===== src/rtl/ge_osg_pkg.sv =====
// Shared constants and the disparity rule for the ordered-set generator.
// Assumes code groups are carried as {y[2:0], x[4:0]}.
package ge_osg_pkg;

    localparam logic [7:0] CG_K28_5 = 8'hBC;
    localparam logic [7:0] CG_D5_6  = 8'hC5;
    localparam logic [7:0] CG_D16_2 = 8'h50;
    localparam logic [7:0] CG_D21_5 = 8'hB5;
    localparam logic [7:0] CG_D2_2  = 8'h42;
    localparam logic [7:0] CG_RESET = 8'h00;

    // x values whose 6-bit sub-block carries an unequal count of ones and zeros
    localparam logic [31:0] SIX_UNBAL = 32'hE981_8117;
    // y values whose 4-bit sub-block is unbalanced: 0, 4, 7
    localparam logic [7:0]  FOUR_UNBAL = 8'h91;

    // True when emitting this code group inverts running disparity
    function automatic logic flips_rd(input logic [7:0] code, input logic is_k);
        logic six;
        logic four;
        six  = (is_k && code[4:0] == 5'd28) ? 1'b1 : SIX_UNBAL[code[4:0]];
        four = FOUR_UNBAL[code[7:5]];
        return six ^ four;
    endfunction

endpackage


===== src/rtl/ge_osg_preamble.sv =====
// Preamble sequencer: after reset it stays active for LEN cycles, one
// comma per cycle, then remains idle until the next reset.
module ge_osg_preamble #(
    parameter int LEN = 3
) (
    input  logic clk,
    input  logic rst_n,
    output logic active
);
    localparam int CW = $clog2(LEN + 1);

    logic [CW-1:0] cnt_q;

    // Count emitted preamble commas, saturating at LEN
    always_ff @(posedge clk) begin
        if (!rst_n) begin
            cnt_q <= '0;
        end else if (cnt_q != CW'(LEN)) begin
            cnt_q <= cnt_q + 1'b1;
        end
    end

    assign active = (cnt_q != CW'(LEN));
endmodule


===== src/rtl/ge_osg_disparity.sv =====
// Running disparity follower: applies the disparity effect of every code
// group that is being registered onto the output. Low means negative.
module ge_osg_disparity
    import ge_osg_pkg::*;
(
    input  logic       clk,
    input  logic       rst_n,
    input  logic [7:0] code,
    input  logic       code_k,
    output logic       rd_pos
);
    // Invert the tracked disparity when the emitted group is unbalanced
    always_ff @(posedge clk) begin
        if (!rst_n) begin
            rd_pos <= 1'b0;
        end else if (flips_rd(code, code_k)) begin
            rd_pos <= ~rd_pos;
        end
    end
endmodule


===== src/rtl/ge_osg_select.sv =====
// Next-output selection: decides the code group for the next cycle and the
// next alignment state. Purely combinational. Assumes the input is consumed
// only when neither the preamble nor a delayed comma is pending.
module ge_osg_select
    import ge_osg_pkg::*;
(
    input  logic       preamble,
    input  logic       pending,
    input  logic       set_open,
    input  logic       pos_odd,
    input  logic       rd_pos,
    input  logic [7:0] in_data,
    input  logic       in_k,
    output logic [7:0] nxt_data,
    output logic       nxt_k,
    output logic       nxt_pending,
    output logic       nxt_open,
    output logic       nxt_odd
);
    logic       is_comma;
    logic       is_cfg;
    logic [7:0] fill;

    assign is_comma = in_k && (in_data == CG_K28_5);
    assign is_cfg   = !in_k && (in_data == CG_D21_5 || in_data == CG_D2_2);
    // After the comma, positive disparity means it was negative before it
    assign fill     = rd_pos ? CG_D16_2 : CG_D5_6;

    // Pick the emitted group and update alignment bookkeeping
    always_comb begin
        nxt_data    = in_data;
        nxt_k       = in_k;
        nxt_pending = 1'b0;
        nxt_open    = 1'b0;
        nxt_odd     = ~pos_odd;
        if (preamble) begin
            nxt_data = CG_K28_5;
            nxt_k    = 1'b1;
            nxt_odd  = 1'b0;
        end else if (pending) begin
            nxt_data = CG_K28_5;
            nxt_k    = 1'b1;
            nxt_open = 1'b1;
        end else if (is_comma && !pos_odd) begin
            nxt_open = 1'b1;
        end else if (is_comma) begin
            nxt_data    = set_open ? fill : CG_D16_2;
            nxt_k       = 1'b0;
            nxt_pending = 1'b1;
        end else if (set_open && !in_k && !is_cfg) begin
            nxt_data = fill;
        end
    end
endmodule


===== src/rtl/ge_tx_ordset_gen.sv =====
// Transmit ordered-set generator, top level. Emits a comma preamble after
// reset, keeps commas on even positions, rewrites idle sets by running
// disparity and passes configuration sets. Output is registered; input is
// consumed at an edge where in_ready is high.
module ge_tx_ordset_gen
    import ge_osg_pkg::*;
#(
    parameter int PRE_LEN = 3
) (
    input  logic       clk,
    input  logic       rst_n,
    input  logic [7:0] in_data,
    input  logic       in_k,
    output logic       in_ready,
    output logic [7:0] out_data,
    output logic       out_k
);
    logic       preamble;
    logic       rd_pos;
    logic       pending_q, open_q, odd_q;
    logic [7:0] nxt_data;
    logic       nxt_k, nxt_pending, nxt_open, nxt_odd;

    ge_osg_preamble #(.LEN(PRE_LEN)) u_pre (
        .clk    (clk),
        .rst_n  (rst_n),
        .active (preamble)
    );

    ge_osg_select u_sel (
        .preamble    (preamble),
        .pending     (pending_q),
        .set_open    (open_q),
        .pos_odd     (odd_q),
        .rd_pos      (rd_pos),
        .in_data     (in_data),
        .in_k        (in_k),
        .nxt_data    (nxt_data),
        .nxt_k       (nxt_k),
        .nxt_pending (nxt_pending),
        .nxt_open    (nxt_open),
        .nxt_odd     (nxt_odd)
    );

    ge_osg_disparity u_rd (
        .clk    (clk),
        .rst_n  (rst_n),
        .code   (nxt_data),
        .code_k (nxt_k),
        .rd_pos (rd_pos)
    );

    // Register the emitted group and the alignment state
    always_ff @(posedge clk) begin
        if (!rst_n) begin
            out_data  <= CG_RESET;
            out_k     <= 1'b0;
            pending_q <= 1'b0;
            open_q    <= 1'b0;
            odd_q     <= 1'b0;
        end else begin
            out_data  <= nxt_data;
            out_k     <= nxt_k;
            pending_q <= nxt_pending;
            open_q    <= nxt_open;
            odd_q     <= nxt_odd;
        end
    end

    assign in_ready = !preamble && !pending_q;
endmodule


===== config.mk =====
export PLATFORM = sky130hd
export DESIGN_NAME = ge_tx_ordset_gen
export DESIGN_NICKNAME = d
export VERILOG_FILES = /design/src/rtl/ge_osg_pkg.sv /design/src/rtl/ge_osg_preamble.sv /design/src/rtl/ge_osg_disparity.sv /design/src/rtl/ge_osg_select.sv /design/src/rtl/ge_tx_ordset_gen.sv
export SDC_FILE = /design/constraint.sdc
export NUM_CORES = 1
export LEC_CHECK = 0
export ABC_AREA = 0
export BUFFER_PORTS_ARGS = -buffer_cell sky130_fd_sc_hd__clkbuf_2
export CAP_MARGIN = 10
export CORE_UTILIZATION = 45
export DETAILED_ROUTE_END_ITERATION = 12
export GPL_ROUTABILITY_DRIVEN = 0
export PLACE_DENSITY_LB_ADDON = 0.12
export SYNTH_ARGS = -nofsm -noshare
export SYNTH_HDL_FRONTEND = slang
export SYNTH_SLANG_ARGS = --single-unit
export TNS_END_PERCENT = 50

===== constraint.sdc =====
create_clock -name clk -period 2.4 [get_ports clk]
set_clock_uncertainty 0.15 [all_clocks]
set_input_delay 0.24 -clock clk [delete_from_list [all_inputs] [get_ports clk]]
set_output_delay 0.24 -clock clk [all_outputs]
set_load 0.005 [all_outputs]

==> Flow_metrics.wiki <==
{| class="wikitable"
! Metric !! Value
|-
| Final ANT Viol Nets || 0
|-
| Violations in the final reports || setup timing
|-
| Global-route wire length before repair || 3550 um
|-
| Placement Cell Area || 1230 um^2
|-
| Largest net degree at the start of global routing || 14
|-
| Fraction of final layout cells sized beyond drive strength 1 || 44.7%
|-
| Leading register cell type out of synthesis || dfxtp_1
|-
| Post-route design area || 1280 um^2
|-
| Number of endpoints with negative hold slack in the final report || 0
|-
| FMAX || 411 MHz
|-
| TritonCTS Buffers || 3
|-
| Antenna violations before repair || 0
|-
| FILL cells || 163
|-
| Yosys warns || 0
|-
| Die Area || 2130 um^2
|-
| Final hold slack || 0.0267 ns
|-
| Dominant cell type by count on the critical path || a21oi_4
|-
| Post-synth cell types || 37
|-
| Startpoint type of the worst setup path || register
|-
| Cell with the biggest individual delay on the critical path || dfxtp_2
|-
| CP max FO || 5
|-
| Worst Tran Pin Value || 0.348 ns
|-
| CTS tree || built
|-
| Standby leakage power || 0.647 nW
|-
| Share of the yosys chip area belonging to registers || 34.2%
|-
| Total clock sinks || 15
|-
| Syn nets || 120
|-
| Drt drc || 0
|-
| Pwr per Cell Area || 498 nW/um^2
|-
| Via-to-Cell Ratio || 5.16
|-
| Layout overhead on the synthesized area || 46.3%
|-
| Number of violations of the max-capacitance limit || 0
|-
| Detailed Route Iter0 Violations || 26
|-
| Row count || 15
|-
| Final Net Count || 170
|-
| Horizontal die dimension || 46.2 um
|-
| Fin crit period || 2.43 ns
|-
| Register-to-Register Path Depth || 13
|-
| Fraction of the cycle the final worst path needs || 101%
|-
| Final Max Slew Viols || 0
|-
| Root buf cell || clkbuf_4
|-
| Min-Delay Path Class || in2reg
|-
| Y dimension of the die || 46.2 um
|-
| Post-Route Setup TNS || -0.0342 ns
|-
| Highest-count cells in the layout ignoring fill and taps || buf_4, clkbuf_2, nor2_1
|-
| Insertion delay of the later-clocked pin in the worst-skew pair || 0.29 ns
|-
| Pwr Total || 640 uW
|-
| Asr flop ratio synth || 0%
|-
| Required time of the worst setup path || 2.47 ns
|-
| Via count of the first global-routing pass || 874
|-
| Worst setup margin || -0.0342 ns
|-
| Clock slew at reported path FFs || 0.09 ns
|-
| Sum of net half-perimeters after detailed placement || 1770 um
|-
| R2R Setup Slk || -0.03 ns
|-
| Status || finished, violations left
|-
| Crit-path cells || and3_4, a32o_2, a21oi_4, nand2b_4, a21oi_4, inv_2, ha_4, o21ai_2, a31oi_1, mux2i_1, and2_1, a211o_1, a21oi_1
|-
| Num ports || 21
|-
| Data arrival time of the worst path || 2.50 ns
|-
| Core Area || 1780 um^2
|-
| Area taken by multi-input logic gates || 581 um^2
|-
| Critical path class || reg2reg
|-
| Overflow left after global routing || 0
|-
| Number of detailed-route iterations in the first pass || 4
|-
| Worst min-delay path endpoint || out_data[2]$_SDFF_PN0_
|-
| CTS Buffer Depth || 2
|-
| Post-synthesis instance area || 878 um^2
|-
| Max H-tree Level || 1
|-
| Setup violators final || 1
|-
| WL per Instance || 12.3 um
|-
| Hold path startpoint || rst_n
|-
| Avg Synthesized Cell Area || 8.53 um^2
|-
| Final core area utilization || 72.1%
|-
| R2r startpoint || odd_q$_SDFF_PP0_
|-
| EDFF count, synth || 0
|-
| Antenna cell count || 0
|-
| Hold path depth || 2
|-
| Quantity of I/O buffers inserted on ports || 20
|-
| Final wirelength || 2180 um
|-
| Most common library cell in the layout ignoring fill and taps || buf_4
|-
| Via count || 914
|-
| Gr usage total || 24.0%
|-
| RSZ-0062 raised after global routing || yes
|-
| Synthesized flop and latch total || 15
|-
| Sequential cell area in the final layout || 302 um^2
|-
| Relative slew slack || 76.7%
|-
| Starting density of the core || 49.3%
|-
| Largest stage delay, worst path || 0.33 ns
|-
| Type of element capturing the critical path || register
|-
| Post-synthesis cell count || 103
|-
| Worst reg2reg endpoint || u_rd.rd_pos$_SDFFE_PN0P_
|-
| IR Drop Worst-Case VDD || 0.363 mV
|}
kinds of logic after synthesis:
logic type / after synthesis / synth area share [%]
AND/OR/NAND/NOR: 42 / 25.1
AO/OA/AOI/OAI: 19 / 15.8
flip-flops: 15 / 34.2
buffers and inverters: 12 / 5.98
multiplexers: 6 / 7.41
adder cells (fa/ha/maj): 6 / 8.55
XOR/XNOR: 3 / 2.99
worst max-delay path by stage:
stage / start / end / slack, ns / depth (start not counted)
detailed placement: in_data[5] / u_rd.rd_pos$_SDFFE_PN0P_ / -0.16 / 13
CTS: odd_q$_SDFF_PP0_ / u_rd.rd_pos$_SDFFE_PN0P_ / -0.06 / 12
finish: odd_q$_SDFF_PP0_ / u_rd.rd_pos$_SDFFE_PN0P_ / -0.03 / 13
global route: odd_q$_SDFF_PP0_ / u_rd.rd_pos$_SDFFE_PN0P_ / -0.18 / 13
global placement: in_data[5] / u_rd.rd_pos$_SDFFE_PN0P_ / -0.12 / 13
floorplan: in_data[4] / u_rd.rd_pos$_SDFFE_PN0P_ / -0.06 / 14
per-layer routing:
metal  up-vias  part of all wire (%)  global-route usage, %
li1        457                     -                      -
met1       429                    41                   25.6
met2        24                    53                   44.2
met3         4                   4.3                   7.45
met4         0                   1.7                   7.65
met5         -                     0                      0
flip-flops by register name, summed over array words and instances (netlist names):
| register | flops |
|---|---|
| out_data | 8 |
| u_pre.cnt_q | 2 |
| odd_q | 1 |
| open_q | 1 |
| out_k | 1 |
| pending_q | 1 |
| u_rd.rd_pos | 1 |
metrics by stage:
stage          worst slack, ns  std cells
2_1_floorplan          -0.0558        103
3_3_place_gp            -0.117        171
3_5_place_dp            -0.156        171
4_1_cts                -0.0562        175
5_1_grt                 -0.177        177
6_report               -0.0342        177
synth_stat cells (2+ instances only):
master	count	area [um^2]
nand2_1	4	15.0
nor2_1	19	71.3
a21oi_1	5	25.0
inv_1	9	33.8
dfxtp_1	15	300
and2_1	2	12.5
xnor2_1	2	17.5
o21ai_0	2	10.0
clkbuf_1	2	7.51
and3_1	2	12.5
nand2b_1	5	31.3
mux2i_1	4	40.0
a31oi_1	3	18.8
ha_1	6	75.1
final cells by class:
class	count	area share (%)
sequential	15	23.5
clock buffer	3	1.75
timing repair buffer	48	24.1
multi-input combinational	76	45.2
inverter	9	2.63
tap	25	2.43
clock inverter	1	0.389
worst max-delay path, delay by kind of cell (launching register included):
family,cells,cell delay [ns]
mux,1,0.11
simple gates,3,0.48
compound gates,7,1.05
buf+inv,1,0.09
fa+ha+maj,1,0.14
flops,1,0.33
power breakdown:
| group | internal [mW] | switching, mW | leakage [nW] |
|---|---|---|---|
| Combinational | 0.109 | 0.100 | 0.505 |
| Clock | 0.0620 | 0.0815 | 0.0177 |
| Sequential | 0.274 | 0.0137 | 0.125 |
timing repair:
| item | in CTS | in global routing |
|---|---|---|
| endpoints found under the setup margin | 1 | 1 |
| hold buffers | 0 | 0 |
| setup buffers | 0 | 2 |
| hold endpoints to repair | 0 | 0 |
| gates resized for setup | 0 | 4 |
| pin swaps | 0 | 4 |
Power figures use the tool's default switching activity.
